<file path="config.mk">
export PLATFORM = sky130hd
export DESIGN_NAME = latched_xcvr
export DESIGN_NICKNAME = d
export VERILOG_FILES = /design/src/rtl/xcvr_pkg.sv /design/src/rtl/xcvr_ctl.sv /design/src/rtl/xcvr_bank.sv /design/src/rtl/xcvr_path.sv /design/src/rtl/latched_xcvr.sv
export SDC_FILE = /design/constraint.sdc
export NUM_CORES = 1
export LEC_CHECK = 0
export BUFFER_PORTS_ARGS = -buffer_cell sky130_fd_sc_hd__buf_2
export CORE_MARGIN = 8
export CORE_UTILIZATION = 39
export DETAILED_ROUTE_END_ITERATION = 6
export GPL_TIMING_DRIVEN = 0
export PLACE_DENSITY = 0.76
export REMOVE_ABC_BUFFERS = 1
export SYNTH_ARGS = -nofsm -noshare
export SYNTH_HDL_FRONTEND = slang
export SYNTH_SLANG_ARGS = --single-unit
export TNS_END_PERCENT = 10
</file>
<file path="constraint.sdc">
create_clock -name clk -period 0.9 [get_ports clk]
set_clock_uncertainty 0.05 [all_clocks]
set_input_delay 0.045 -clock clk [delete_from_list [all_inputs] [get_ports clk]]
set_output_delay 0.045 -clock clk [all_outputs]
set_load 0.01 [all_outputs]
</file>
<file path="src/rtl/xcvr_pkg.sv">
package xcvr_pkg;
  parameter int unsigned XCVR_W = 8;

  typedef struct packed {
    logic en_n;
    logic le_n;
    logic oe_n;
  } dir_ctl_t;

  function automatic logic is_open(input dir_ctl_t c);
    return (c.en_n == 1'b0) && (c.le_n == 1'b0);
  endfunction

  function automatic logic is_driving(input dir_ctl_t c);
    return (c.en_n == 1'b0) && (c.oe_n == 1'b0);
  endfunction
endpackage

</file>
<file path="src/rtl/xcvr_ctl.sv">
module xcvr_ctl
  import xcvr_pkg::*;
(
  input  logic     clk,
  input  logic     rst_n,
  input  dir_ctl_t ctl,
  output logic     open,
  output logic     drive
);
  assign open  = is_open(ctl);
  assign drive = is_driving(ctl);

  a_r7_no_drive_when_oe_high: assert property (@(posedge clk) disable iff (!rst_n)
    ctl.oe_n |-> !drive);
  a_r3_no_drive_when_disabled: assert property (@(posedge clk) disable iff (!rst_n)
    ctl.en_n |-> (!drive && !open));
endmodule

</file>
<file path="src/rtl/xcvr_bank.sv">
module xcvr_bank #(
  parameter int unsigned W = 8
) (
  input  logic         clk,
  input  logic         rst_n,
  input  logic         open,
  input  logic [W-1:0] src,
  output logic [W-1:0] q
);
  logic [W-1:0] held;

  always_ff @(posedge clk or negedge rst_n) begin
    if (!rst_n)    held <= '0;
    else if (open) held <= src;
  end

  assign q = open ? src : held;

  a_r4_capture_when_open: assert property (@(posedge clk) disable iff (!rst_n)
    open |=> (held == $past(src)));
  a_r5_hold_when_closed: assert property (@(posedge clk) disable iff (!rst_n)
    !open |=> $stable(held));
endmodule

</file>
<file path="src/rtl/xcvr_path.sv">
module xcvr_path
  import xcvr_pkg::*;
#(
  parameter int unsigned W = 8
) (
  input  logic         clk,
  input  logic         rst_n,
  input  dir_ctl_t     ctl,
  input  logic [W-1:0] src,
  output logic [W-1:0] dst,
  output logic         dst_oe
);
  logic open_w;
  logic drive_w;

  xcvr_ctl u_ctl (
    .clk   (clk),
    .rst_n (rst_n),
    .ctl   (ctl),
    .open  (open_w),
    .drive (drive_w)
  );

  xcvr_bank #(.W(W)) u_bank (
    .clk   (clk),
    .rst_n (rst_n),
    .open  (open_w),
    .src   (src),
    .q     (dst)
  );

  assign dst_oe = drive_w;

  a_r6_transparent_drive: assert property (@(posedge clk) disable iff (!rst_n)
    (dst_oe && open_w) |-> (dst == src));
endmodule

</file>
<file path="src/rtl/latched_xcvr.sv">
module latched_xcvr
  import xcvr_pkg::*;
#(
  parameter int unsigned W = XCVR_W
) (
  input  logic         clk,
  input  logic         rst_n,
  input  logic [W-1:0] a_in,
  output logic [W-1:0] a_out,
  output logic         a_oe,
  input  logic [W-1:0] b_in,
  output logic [W-1:0] b_out,
  output logic         b_oe,
  input  logic         ab_en_n,
  input  logic         ab_le_n,
  input  logic         ab_oe_n,
  input  logic         ba_en_n,
  input  logic         ba_le_n,
  input  logic         ba_oe_n
);
  localparam int unsigned NDIR = 2;

  dir_ctl_t       ctl_v [NDIR];
  logic [W-1:0]   src_v [NDIR];
  logic [W-1:0]   dst_v [NDIR];
  logic [NDIR-1:0] oe_v;

  assign ctl_v[0] = '{en_n: ab_en_n, le_n: ab_le_n, oe_n: ab_oe_n};
  assign ctl_v[1] = '{en_n: ba_en_n, le_n: ba_le_n, oe_n: ba_oe_n};
  assign src_v[0] = a_in;
  assign src_v[1] = b_in;

  for (genvar d = 0; d < NDIR; d++) begin : g_dir
    xcvr_path #(.W(W)) u_path (
      .clk    (clk),
      .rst_n  (rst_n),
      .ctl    (ctl_v[d]),
      .src    (src_v[d]),
      .dst    (dst_v[d]),
      .dst_oe (oe_v[d])
    );
  end

  assign b_out = dst_v[0];
  assign b_oe  = oe_v[0];
  assign a_out = dst_v[1];
  assign a_oe  = oe_v[1];

  a_r1_ab_passthrough: assert property (@(posedge clk) disable iff (!rst_n)
    (!ab_en_n && !ab_le_n && !ab_oe_n) |-> (b_oe && b_out == a_in));
  a_r2_ba_passthrough: assert property (@(posedge clk) disable iff (!rst_n)
    (!ba_en_n && !ba_le_n && !ba_oe_n) |-> (a_oe && a_out == b_in));
  a_r8_independent_drive: assert property (@(posedge clk) disable iff (!rst_n)
    (!ab_en_n && !ab_oe_n && !ba_en_n && !ba_oe_n) |-> (a_oe && b_oe));
endmodule

</file>
Yosys cells after proc, flatten, opt, wreduce, memory -nomap -nowiden
Cells that the tools add are included.
Widths: inputs -> output; s select.
Operators by class
  muxes and demuxes: 2
  bitwise logic cells: 6
  reduce and logical (&&, ||, !) cells: 4
Operators with widths (count)
  $mux 8: 2
  $not 1->1: 6
  $logic_and 1x1->1: 4
Word-level totals
  bits in registers: 16
  bits of input ports: 24
  output and inout bits: 18
  logic and storage cells: 14

Logic depth before layout (Yosys ltp)
Gate-level depths: netlist of run 1.
  depth after elaboration: 3
  gate-level depth with buffers: 2
  depth with buffers taken out: 2

Cells and area by module
Synthesis of run 1 repeated with hierarchy kept, for this count alone.
Second synthesis, totals
  cell total of the unflattened synthesis: 38
  area total of the unflattened synthesis: 678.2 um^2
Modules (own cells, without submodules)
  xcvr_bank: times used 2, cells an instance 17, area each 331.6 um^2, sequential area each 200.2 um^2
  xcvr_ctl: times used 2, cells an instance 2, area each 7.5 um^2, sequential area each 0.0 um^2

Worst setup path after synthesis of run 1
No wires, ideal clock.
  path kind: register to register
  from: register g_dir[0].u_path.u_bank.held[0] (netlist name)
  to: register g_dir[0].u_path.u_bank.held[0]
  setup time: 0.138 ns
  arrival: 0.619 ns
  required time: 0.712 ns
  path slack: 0.092 ns
  cell stages (with the launch flop): 2
  buffers on the path: 0
  period minus slack after synthesis: 0.808 ns
  cell sequence: dfrtp_1 > mux2_2
RTL lines
  end signal: assignment: RTL line xcvr_bank.sv:14  | else if (open) held <= src;
  end: declaration: RTL line xcvr_bank.sv:10  | logic [W-1:0] held;

Worst setup path in the final report of run 1
  from: register g_dir[0].u_path.u_bank.held[3]
  to: output port b_out[3]
On the way
  cells in the longest elaborated chain, start to end: 1
Ends and longest elaborated chain
  $mux 8: RTL line xcvr_bank.sv:17  | assign q = open ? src : held;
  end: declaration: RTL line latched_xcvr.sv:12  | output logic [W-1:0] b_out,
No other way between the ends.

==> reports/results.ini, run 1 <==
[outcome]
status = finished with violations
violations = negative hold slack, negative setup slack

[routing]
post_drt_wl_per_cell_um = 16.7
dr.pass1.iters = 2
route.detailed.drc = 0
via_per_inst = 4.73
routed_wl_um = 1660
ant_nets = 0
dr.first_iter.drc_count = 1
vias = 468

[synth]
synth_warnings = 0
ys_seq_area_frac = 0.656
synthCells = 36
ys_types = 4
avgSynthCellArea_sq_um = 17.0
syn_area_sq_um = 611
ys_seq_elements = 16

[timing]
hold_slack_ns = -0.0366
final_max_slew_viol_count = 0
rsz0062_at_grt = true
max-slew-margin-rel = 0.767
max_freq_mhz = 865
post-route-period-util = 1.28
period_needed_ns = 1.16
finalSetupTns_ns = -3.92
hold_viol_final = 15
final-setup-viol-count = 17
tightest_slew_ns = 0.349
worst_slack_ns = -0.256

[setup_path]
required_ns = 0.81
cp_data_arrival_time_ns = 1.06
r2r_setup_slack_ns = -0.02
cp-end-kind = primary output
timing.rr.end = g_dir[0].u_path.u_bank.held[3]$_DFF_PN0_
worstSetupPathType = reg -> out
r2r-start = g_dir[0].u_path.u_bank.held[3]$_DFF_PN0_
r2r_cells = 2
critPathLaunchType = flop
critPathMaxFanout = 2

[floorplanning]
rows = 14
die_x_um = 55.6
die-area_sq_um = 3090
io_pins = 42
core_sq_um = 1490
die_h_um = 55.6
start_util = 0.410

[global_routing]
antenna_found_initial = 0
grt_start_max_net_pins = 17
track_usage = 0.110
grt.overflow.total = 0
grt_pass1_vias = 570
grt_first_pass_wirelength_um = 2780

[cts]
root_buffer = clkbuf_4
ctsLongestPathBuffers = 2
cts_sinks = 16
path_clk_slew_ns = 0.08
ctsHoldBuffers = 1
clk_latency_ns = 0.28
cts_tree = yes
cts_made_buffers = 3
htreeDepth = 1

[flow_run]
maxCapViolCount = 0

[power_and_ir_drop]
ir_drop_uv = 1280
power_w = 0.00194
leakage_nw = 0.541
powerDensity_nw_per_um2 = 1850

[min_path]
hold_class = in -> reg
hold_depth = 2
hold_path_end = g_dir[0].u_path.u_bank.held[0]$_DFF_PN0_
min_from = a_in[0]

[cells_and_area]
syn2layout_area_growth_pct = 71.9
largest_register = g_dir.u_path.u_bank.held
instances_no_fill = 99
fillerInstances = 99
antenna-diode-count = 0
drive_gt1_frac = 0.771
largest_register_ffs = 16
largestRegisters = g_dir.u_path.u_bank.held x16
nets = 108

[placement]
dp_cells = 93
hpwl_um = 1190
portBuffers = 41
gp_congestion = 0.674
pre_cts_ws_ns = -0.113

==> routing by layer <==
metal,up-vias,track usage,wire length [um]
li1,217,-,-
met1,215,0.119,671
met2,32,0.167,733
met3,4,0.0662,228
met4,0,0.0528,23
met5,-,0,0
==> worst max-delay path, stage by stage, from the launching register on <==
cell	delay (ns)
dfrtp_1	0.38
mux2_4	0.29
buf_6	0.12
==> through the flow <==
step,area [sq um],util
after floorplan,611,-
after global placement,836,0.561
after detailed placement,836,0.561
after CTS,1030,0.690
after global routing,1050,0.705
final,1050,0.705
==> timing repair <==
action,4_1_cts,5_1_grt
gates resized for setup,26,6
setup endpoints to repair,16,17
gates cloned,0,0
buffers inserted,1,0
pin swaps,0,0
endpoints found under the hold margin,31,15
==> cell families (layout without fill, tap and decap cells) <==
kind of cell           Yosys count  in the layout  synth area share
DFF                             16             16             0.656
muxes                           16             16             0.295
buffers and inverters            0             47                 0
and+or+nand+nor                  4              4            0.0492
==> report_power, final <==
group,switching [W],internal (W),total (W)
registers,0.0000313,0.000823,0.000854
clock network,0.000202,0.000246,0.000448
logic,0.000242,0.000398,0.000640
total,0.000476,0.00147,0.00194
==> Yosys cell counts <==
| master | number | share of area |
|---|---|---|
| dfrtp_1 | 16 | 0.66 |
| mux2_2 | 16 | 0.30 |
| nor2_1 | 2 | 0.012 |
| nor2_4 | 2 | 0.037 |
==> worst max path at each step <==
stage                                             startpoint                                  endpoint  slack, ns  depth (start not counted)
detailed placement                                   ab_en_n                                  b_out[4]      -0.11                          4
CTS                 g_dir[0].u_path.u_bank.held[3]$_DFF_PN0_                                  b_out[3]      -0.27                          2
finish              g_dir[0].u_path.u_bank.held[3]$_DFF_PN0_                                  b_out[3]      -0.26                          2
global placement                                     ab_en_n                                  b_out[0]      -0.11                          4
floorplan           g_dir[0].u_path.u_bank.held[0]$_DFF_PN0_  g_dir[0].u_path.u_bank.held[0]$_DFF_PN0_       0.09                          1
global route        g_dir[0].u_path.u_bank.held[7]$_DFF_PN0_                                  b_out[7]      -0.30                          2
==> final cells by class <==
cell class | instances | area [sq um] | area share
clock buffers | 4 | 36.3 | 0.0346
multi-input cells | 20 | 267 | 0.254
flip-flops and latches | 16 | 400 | 0.381
well taps | 16 | 20.0 | 0.0191
repair buffers | 43 | 327 | 0.311
==> layout by cell type (no fill, tap or decap) <==
master and count:
nor2_1 2, dfrtp_1 16, mux2_2 1, dlygate4sd3_1 1
clkbuf_4 3, clkbuf_8 1, buf_2 25, nor2_4 2
mux2_4 15, buf_6 17
Note: power is estimated with default switching activity, not from simulation.
==> run 2, diff against run 1 <==
==> constraint.sdc (replaced) <==
create_clock -name clk -period 0.9 [get_ports clk]
set_clock_uncertainty 0.05 [all_clocks]
set_input_delay 0.18 -clock clk [delete_from_list [all_inputs] [get_ports clk]]
set_output_delay 0.18 -clock clk [all_outputs]
set_load 0.01 [all_outputs]
==> run 2 against run 1 <==
Effect of this change: the flow finishes with violations (negative setup slack); worst hold slack gained 0.13 ns; global-route usage shrank 0.56 points; critical path depth grew 3; power grew 1.1%; sequential power is essentially flat; die area is the same; register-to-register slack is essentially flat; count of clock-buffer cells in the layout is the same; final cell count grew 7.1%; first-iteration DRC count grew to 3.0 times the previous value; setup slack lost 0.16 ns; combinational power grew 3%.
==> reports/results.ini, run 2 (synthesis results as in run 1) <==
[placement]
gp_congestion = 0.674  ; unchanged
dp_cells = 93  ; unchanged
portBuffers = 41  ; unchanged
hpwl_um = 1190  ; unchanged
postPlaceCellArea_sq_um = 836  ; unchanged

[global_routing]
grt_first_pass_wirelength_um = 2640  ; -5.0%
grt.overflow.total = 0  ; unchanged
grt_pass1_vias = 566  ; -0.70%
antenna_found_initial = 0  ; unchanged
track_usage = 0.105  ; -0.00561
grt_start_max_net_pins = 17  ; unchanged

[routing]
vias = 502  ; +7.3%
routed_wl_um = 1830  ; +11%
dr.first_iter.drc_count = 3  ; +2
post_drt_wl_per_cell_um = 17.3  ; +3.3%
route.detailed.drc = 0  ; unchanged
via_per_inst = 4.74  ; +0.18%
ant_nets = 0  ; unchanged
dr.pass1.iters = 2  ; unchanged

[setup_path]
cp-startpoint = ba_en_n
critPathMaxFanout = 6  ; +4
slowest_delay_ns = 0.31  ; -0.07 ns
r2r_setup_slack_ns = -0.03  ; about the same
critPathLaunchType = input port
crit_end = a_out[6]
cp_data_arrival_time_ns = 1.08  ; +0.02 ns
critPathSlowestCell = mux2_4
timing.rr.end = g_dir[0].u_path.u_bank.held[3]$_DFF_PN0_
cp.depth = 5  ; +3
path_buf_inv = 3  ; +2
required_ns = 0.67  ; -0.14 ns
critical_path.top_delay_family = buffers and inverters
worstSetupPathType = in -> out
cp-end-kind = primary output
r2r-start = g_dir[0].u_path.u_bank.held[3]$_DFF_PN0_
path_cells = buf_2, nor2_4, buf_4, mux2_4, buf_6
r2r_cells = 2  ; unchanged

[power_and_ir_drop]
p_int_w = 0.00148  ; +0.85%
p_sw_w = 0.000484  ; +1.8%
swShare = 0.247  ; +0.00166
leakage_nw = 0.571  ; +5.4%
p_seq_frac = 0.435  ; -0.005
p_comb_frac = 0.335  ; +0.005
powerDensity_nw_per_um2 = 1790  ; -3.4%
clock_power_share = 0.230  ; about the same
ir_drop_uv = 1270  ; -0.35%

[timing]
post-route-period-util = 1.46  ; +0.173
final-setup-viol-count = 17  ; unchanged
hold_viol_final = 0  ; -15
period_needed_ns = 1.31  ; +0.156 ns
max-slew-margin-rel = 0.767  ; about the same
rsz0062_at_grt = true
max_freq_mhz = 762  ; -12%
final_max_slew_viol_count = 0  ; unchanged
tightest_slew_ns = 0.350  ; +0.000212 ns
worst_slack_ns = -0.412  ; -0.156 ns
finalSetupTns_ns = -6.30  ; -2.38 ns
hold_slack_ns = 0.0974  ; +0.134 ns

[cells_and_area]
final_cell_mix = buf_2, buf_6, dfrtp_1
drive_gt1_frac = 0.789  ; +0.0178
largestRegisters = g_dir.u_path.u_bank.held x16
instances_no_fill = 106  ; +7.1%
largest_register = g_dir.u_path.u_bank.held
nets = 115  ; +6.5%
design_area_sq_um = 1100  ; +4.6%
syn2layout_area_growth_pct = 79.9
largest_register_ffs = 16  ; unchanged
utilization = 0.738  ; +0.0328
antenna-diode-count = 0  ; unchanged
mostFrequentLayoutCell = buf_2

[floorplanning]
start_util = 0.410  ; unchanged
core_sq_um = 1490  ; unchanged
die_x_um = 55.6  ; unchanged
die_h_um = 55.6  ; unchanged
die-area_sq_um = 3090  ; unchanged
io_pins = 42  ; unchanged
rows = 14  ; unchanged

[outcome]
status = finished with violations
violations = negative setup slack

[cts]
htreeDepth = 1  ; unchanged
cts_made_buffers = 3  ; unchanged
root_buffer = clkbuf_4
path_clk_slew_ns = 0.09  ; about the same
cts_sinks = 16  ; unchanged
clk_latency_ns = 0.28  ; about the same
ctsLongestPathBuffers = 2  ; unchanged
cts_tree = yes

[flow_run]
maxCapViolCount = 0  ; unchanged

[min_path]
hold_class = in -> reg

==> run 2: cell count changes in the layout (fill, tap and decap cells not counted) <==
| cell | change |
|---|---|
| mux2_2 | +2 |
| mux2_4 | -2 |
| buf_4 | +6 |
| buf_6 | +1 |
==> run 2: area by class of cell <==
type	count	area (sq um)
flip-flops and latches	16	400
repair buffers	50	383
clock buffers	4	36.3
fillers	92	390
well taps	16	20.0
multi-input cells	20	259
==> run 2: per-stage QoR <==
stage	power (W)	setup slack, ns
after floorplan	0.00107	-0.0766
after global placement	0.00126	-0.376
after detailed placement	0.00127	-0.383
after CTS	0.00189	-0.401
after global routing	0.00208	-0.464
final	0.00196	-0.412
==> run 2: power by group through the flow <==
stage                     clock network (W)  registers, W  logic (W)
after floorplan                           0      0.000853   0.000214
after global placement                    0      0.000858   0.000397
after detailed placement                  0      0.000865   0.000406
after CTS                          0.000472      0.000852   0.000567
after global routing               0.000505      0.000864   0.000706
final                              0.000451      0.000854   0.000658
==> run 2: worst register-to-register path, cell delays in order (launching register included) <==
cell and delay [ns]:
dfrtp_1 0.38, mux2_4 0.29, buf_6 0.12
==> run 2: worst min path at each step <==
stage	depth (start not counted)	start	slack, ns	end
3_3_place_gp	1	rst_n	0.05	g_dir[1].u_path.u_bank.held[0]$_DFF_PN0_
6_report	2	a_in[1]	0.1	g_dir[0].u_path.u_bank.held[1]$_DFF_PN0_
3_5_place_dp	1	rst_n	0.05	g_dir[1].u_path.u_bank.held[6]$_DFF_PN0_
4_1_cts	2	a_in[1]	0.08	g_dir[0].u_path.u_bank.held[1]$_DFF_PN0_
2_1_floorplan	0	rst_n	-0.17	g_dir[0].u_path.u_bank.held[0]$_DFF_PN0_
5_1_grt	2	a_in[7]	0.09	g_dir[0].u_path.u_bank.held[7]$_DFF_PN0_
==> run 2: layer usage <==
layer  wire, um  track usage  part of all wire  vias up
li1           -            -                 -      231
met1        711        0.106              0.39      235
met2        874        0.165              0.48       32
met3        226       0.0639              0.12        4
met4         20       0.0528             0.011        0
met5          0            0                 0        -
==> run 2: what timing repair did <==
item / CTS / global route
pin swaps: 2 / 2
setup buffers: 1 / 7
setup endpoints to repair: 16 / 17
endpoints found under the hold margin: 16 / 0
hold buffers: 1 / 0
resized for setup: 19 / 12
gates cloned: 0 / 0
==> run 3, diff against run 2 <==
Settings changed: CORE_UTILIZATION 39 to 30, PLACE_DENSITY 0.76 to 0.67.
==> run 3 against run 2 <==
Effect of this change: largest cell class unchanged; sequential share of layout area increased by 4.1 points; flip-flop and latch count unchanged; design area fell by 10%; the run still ends with negative setup slack left; final cell count grew 2.8%.
==> reports/results.ini, run 3 (synthesis results as in run 1) <==
[global_routing]
antenna_found_initial = 0  ; unchanged
grt_pass1_vias = 605  ; +6.9%
track_usage = 0.0950  ; -0.00969
grt_first_pass_wirelength_um = 2640  ; -0.26%
grt.overflow.total = 0  ; unchanged
grt_start_max_net_pins = 17  ; unchanged

[floorplanning]
die_h_um = 61.1  ; +10%
io_pins = 42  ; unchanged
die-area_sq_um = 3740  ; +21%
core_sq_um = 1940  ; +30%
rows = 16  ; +2
start_util = 0.314  ; -0.0957
die_x_um = 61.1  ; +10%

[routing]
ant_nets = 0  ; unchanged
route.detailed.drc = 0  ; unchanged
vias = 481  ; -4.2%
via_per_inst = 4.41  ; -6.8%
dr.pass1.iters = 3  ; +1
post_drt_wl_per_cell_um = 14.4  ; -16%
routed_wl_um = 1570  ; -14%
dr.first_iter.drc_count = 6  ; +3

[setup_path]
critPathMaxFanout = 2  ; -4
cp-end-kind = primary output
critPathLaunchType = flop
cp_data_arrival_time_ns = 1.07  ; about the same
crit_end = b_out[3]
worstSetupPathType = reg -> out
cp-startpoint = g_dir[0].u_path.u_bank.held[3]$_DFF_PN0_
r2r_cells = 2  ; unchanged
r2r_setup_slack_ns = -0.05  ; -0.02 ns
timing.rr.end = g_dir[0].u_path.u_bank.held[3]$_DFF_PN0_
required_ns = 0.67  ; about the same
r2r-start = g_dir[0].u_path.u_bank.held[3]$_DFF_PN0_

[timing]
hold_viol_final = 0  ; unchanged
final-setup-viol-count = 17  ; unchanged
max-slew-margin-rel = 0.764  ; -0.00330
tightest_slew_ns = 0.355  ; +0.00495 ns
worst_slack_ns = -0.401  ; +0.0106 ns
post-route-period-util = 1.45  ; -0.0118
rsz0062_at_grt = true
max_freq_mhz = 769  ; +0.82%
period_needed_ns = 1.30  ; -0.0106 ns
final_max_slew_viol_count = 0  ; unchanged

[cts]
cts_made_buffers = 3  ; unchanged
cts_sinks = 16  ; unchanged
htreeDepth = 1  ; unchanged
path_clk_slew_ns = 0.09  ; about the same
root_buffer = clkbuf_4
clk_latency_ns = 0.27  ; about the same
ctsLongestPathBuffers = 2  ; unchanged
cts_tree = yes

[outcome]
status = finished with violations
violations = negative setup slack

[cells_and_area]
largestRegisters = g_dir.u_path.u_bank.held x16
largest_register = g_dir.u_path.u_bank.held
utilization = 0.509  ; -0.229
final_cell_mix = buf_2, dfrtp_1, buf_6
nets = 108  ; -6.1%
antenna-diode-count = 0  ; unchanged
syn2layout_area_growth_pct = 61.9
mostFrequentLayoutCell = buf_2
largest_register_ffs = 16  ; unchanged
drive_gt1_frac = 0.768  ; -0.0206

[flow_run]
maxCapViolCount = 0  ; unchanged

[placement]
portBuffers = 41  ; unchanged
pre_cts_ws_ns = -0.398  ; -0.0145 ns
gp_congestion = 0.654  ; -3.0%

[power_and_ir_drop]
ir_drop_uv = 913  ; -28%
power_w = 0.00176  ; -10%
leakage_nw = 0.484  ; -15%
powerDensity_nw_per_um2 = 1780  ; -0.18%

[min_path]
hold_class = in -> reg

-- run 3: changes by cell type in the layout (fill, tap and decap cells not counted), sizes merged --
| cell | before | now |
|---|---|---|
| clkbuf | 4 | 3 |
| buf | 49 | 42 |
-- run 3: area by class of cell --
type                            instances  area, sq um
Clock buffer                            3         22.5
Tap cell                               27         33.8
Fill cell                             181          953
Multi-Input combinational cell         20          221
Sequential cell                        16          400
Timing Repair Buffer                   43          310
-- run 3: worst min path at each step --
stage	startpoint	end	slack, ns	depth (start not counted)
final	a_in[2]	g_dir[0].u_path.u_bank.held[2]$_DFF_PN0_	0.09	2
after global routing	a_in[2]	g_dir[0].u_path.u_bank.held[2]$_DFF_PN0_	0.08	2
after CTS	a_in[2]	g_dir[0].u_path.u_bank.held[2]$_DFF_PN0_	0.08	2
after detailed placement	rst_n	g_dir[1].u_path.u_bank.held[7]$_DFF_PN0_	0.06	1
after global placement	rst_n	g_dir[1].u_path.u_bank.held[4]$_DFF_PN0_	0.06	1
after floorplan	rst_n	g_dir[0].u_path.u_bank.held[0]$_DFF_PN0_	-0.17	0
-- run 3: what timing repair did --
action	in CTS	in global routing
pin swaps	2	0
gates resized for setup	17	0
cloned	0	0
endpoints found under the hold margin	16	0
hold buffers	1	0
setup buffers	1	0
setup endpoints to repair	16	17
-- run 3: report_power, final --
group,switching (W),internal [W],leakage [nW]
Combinational,0.000223,0.000332,0.283
Clock,0.000205,0.000155,0.0138
Sequential,0.0000267,0.000822,0.188
-- run 3: per-stage QoR --
stage	hold WS [ns]	cells	cell area (sq um)	TNS, ns
6_report	0.0944	109	988	-6.13
5_1_grt	0.0812	109	988	-7.02
4_1_cts	0.0827	109	988	-6.38
3_5_place_dp	0.0641	104	850	-9.27
3_3_place_gp	0.0583	104	850	-8.78
2_1_floorplan	-0.166	36	611	-1.78
-- run 3: routing by layer --
layer / track usage / up-vias / share of wire
li1: - / 218 / -
met1: 0.0985 / 229 / 0.35
met2: 0.143 / 34 / 0.44
met3: 0.0626 / 0 / 0.21
met4: 0.0498 / 0 / 0
met5: 0 / - / 0
-- run 3: worst max-delay path: stages (launching register included) --
cell,delay [ns]
dfrtp_1,0.39
mux2_4,0.28
buf_6,0.12
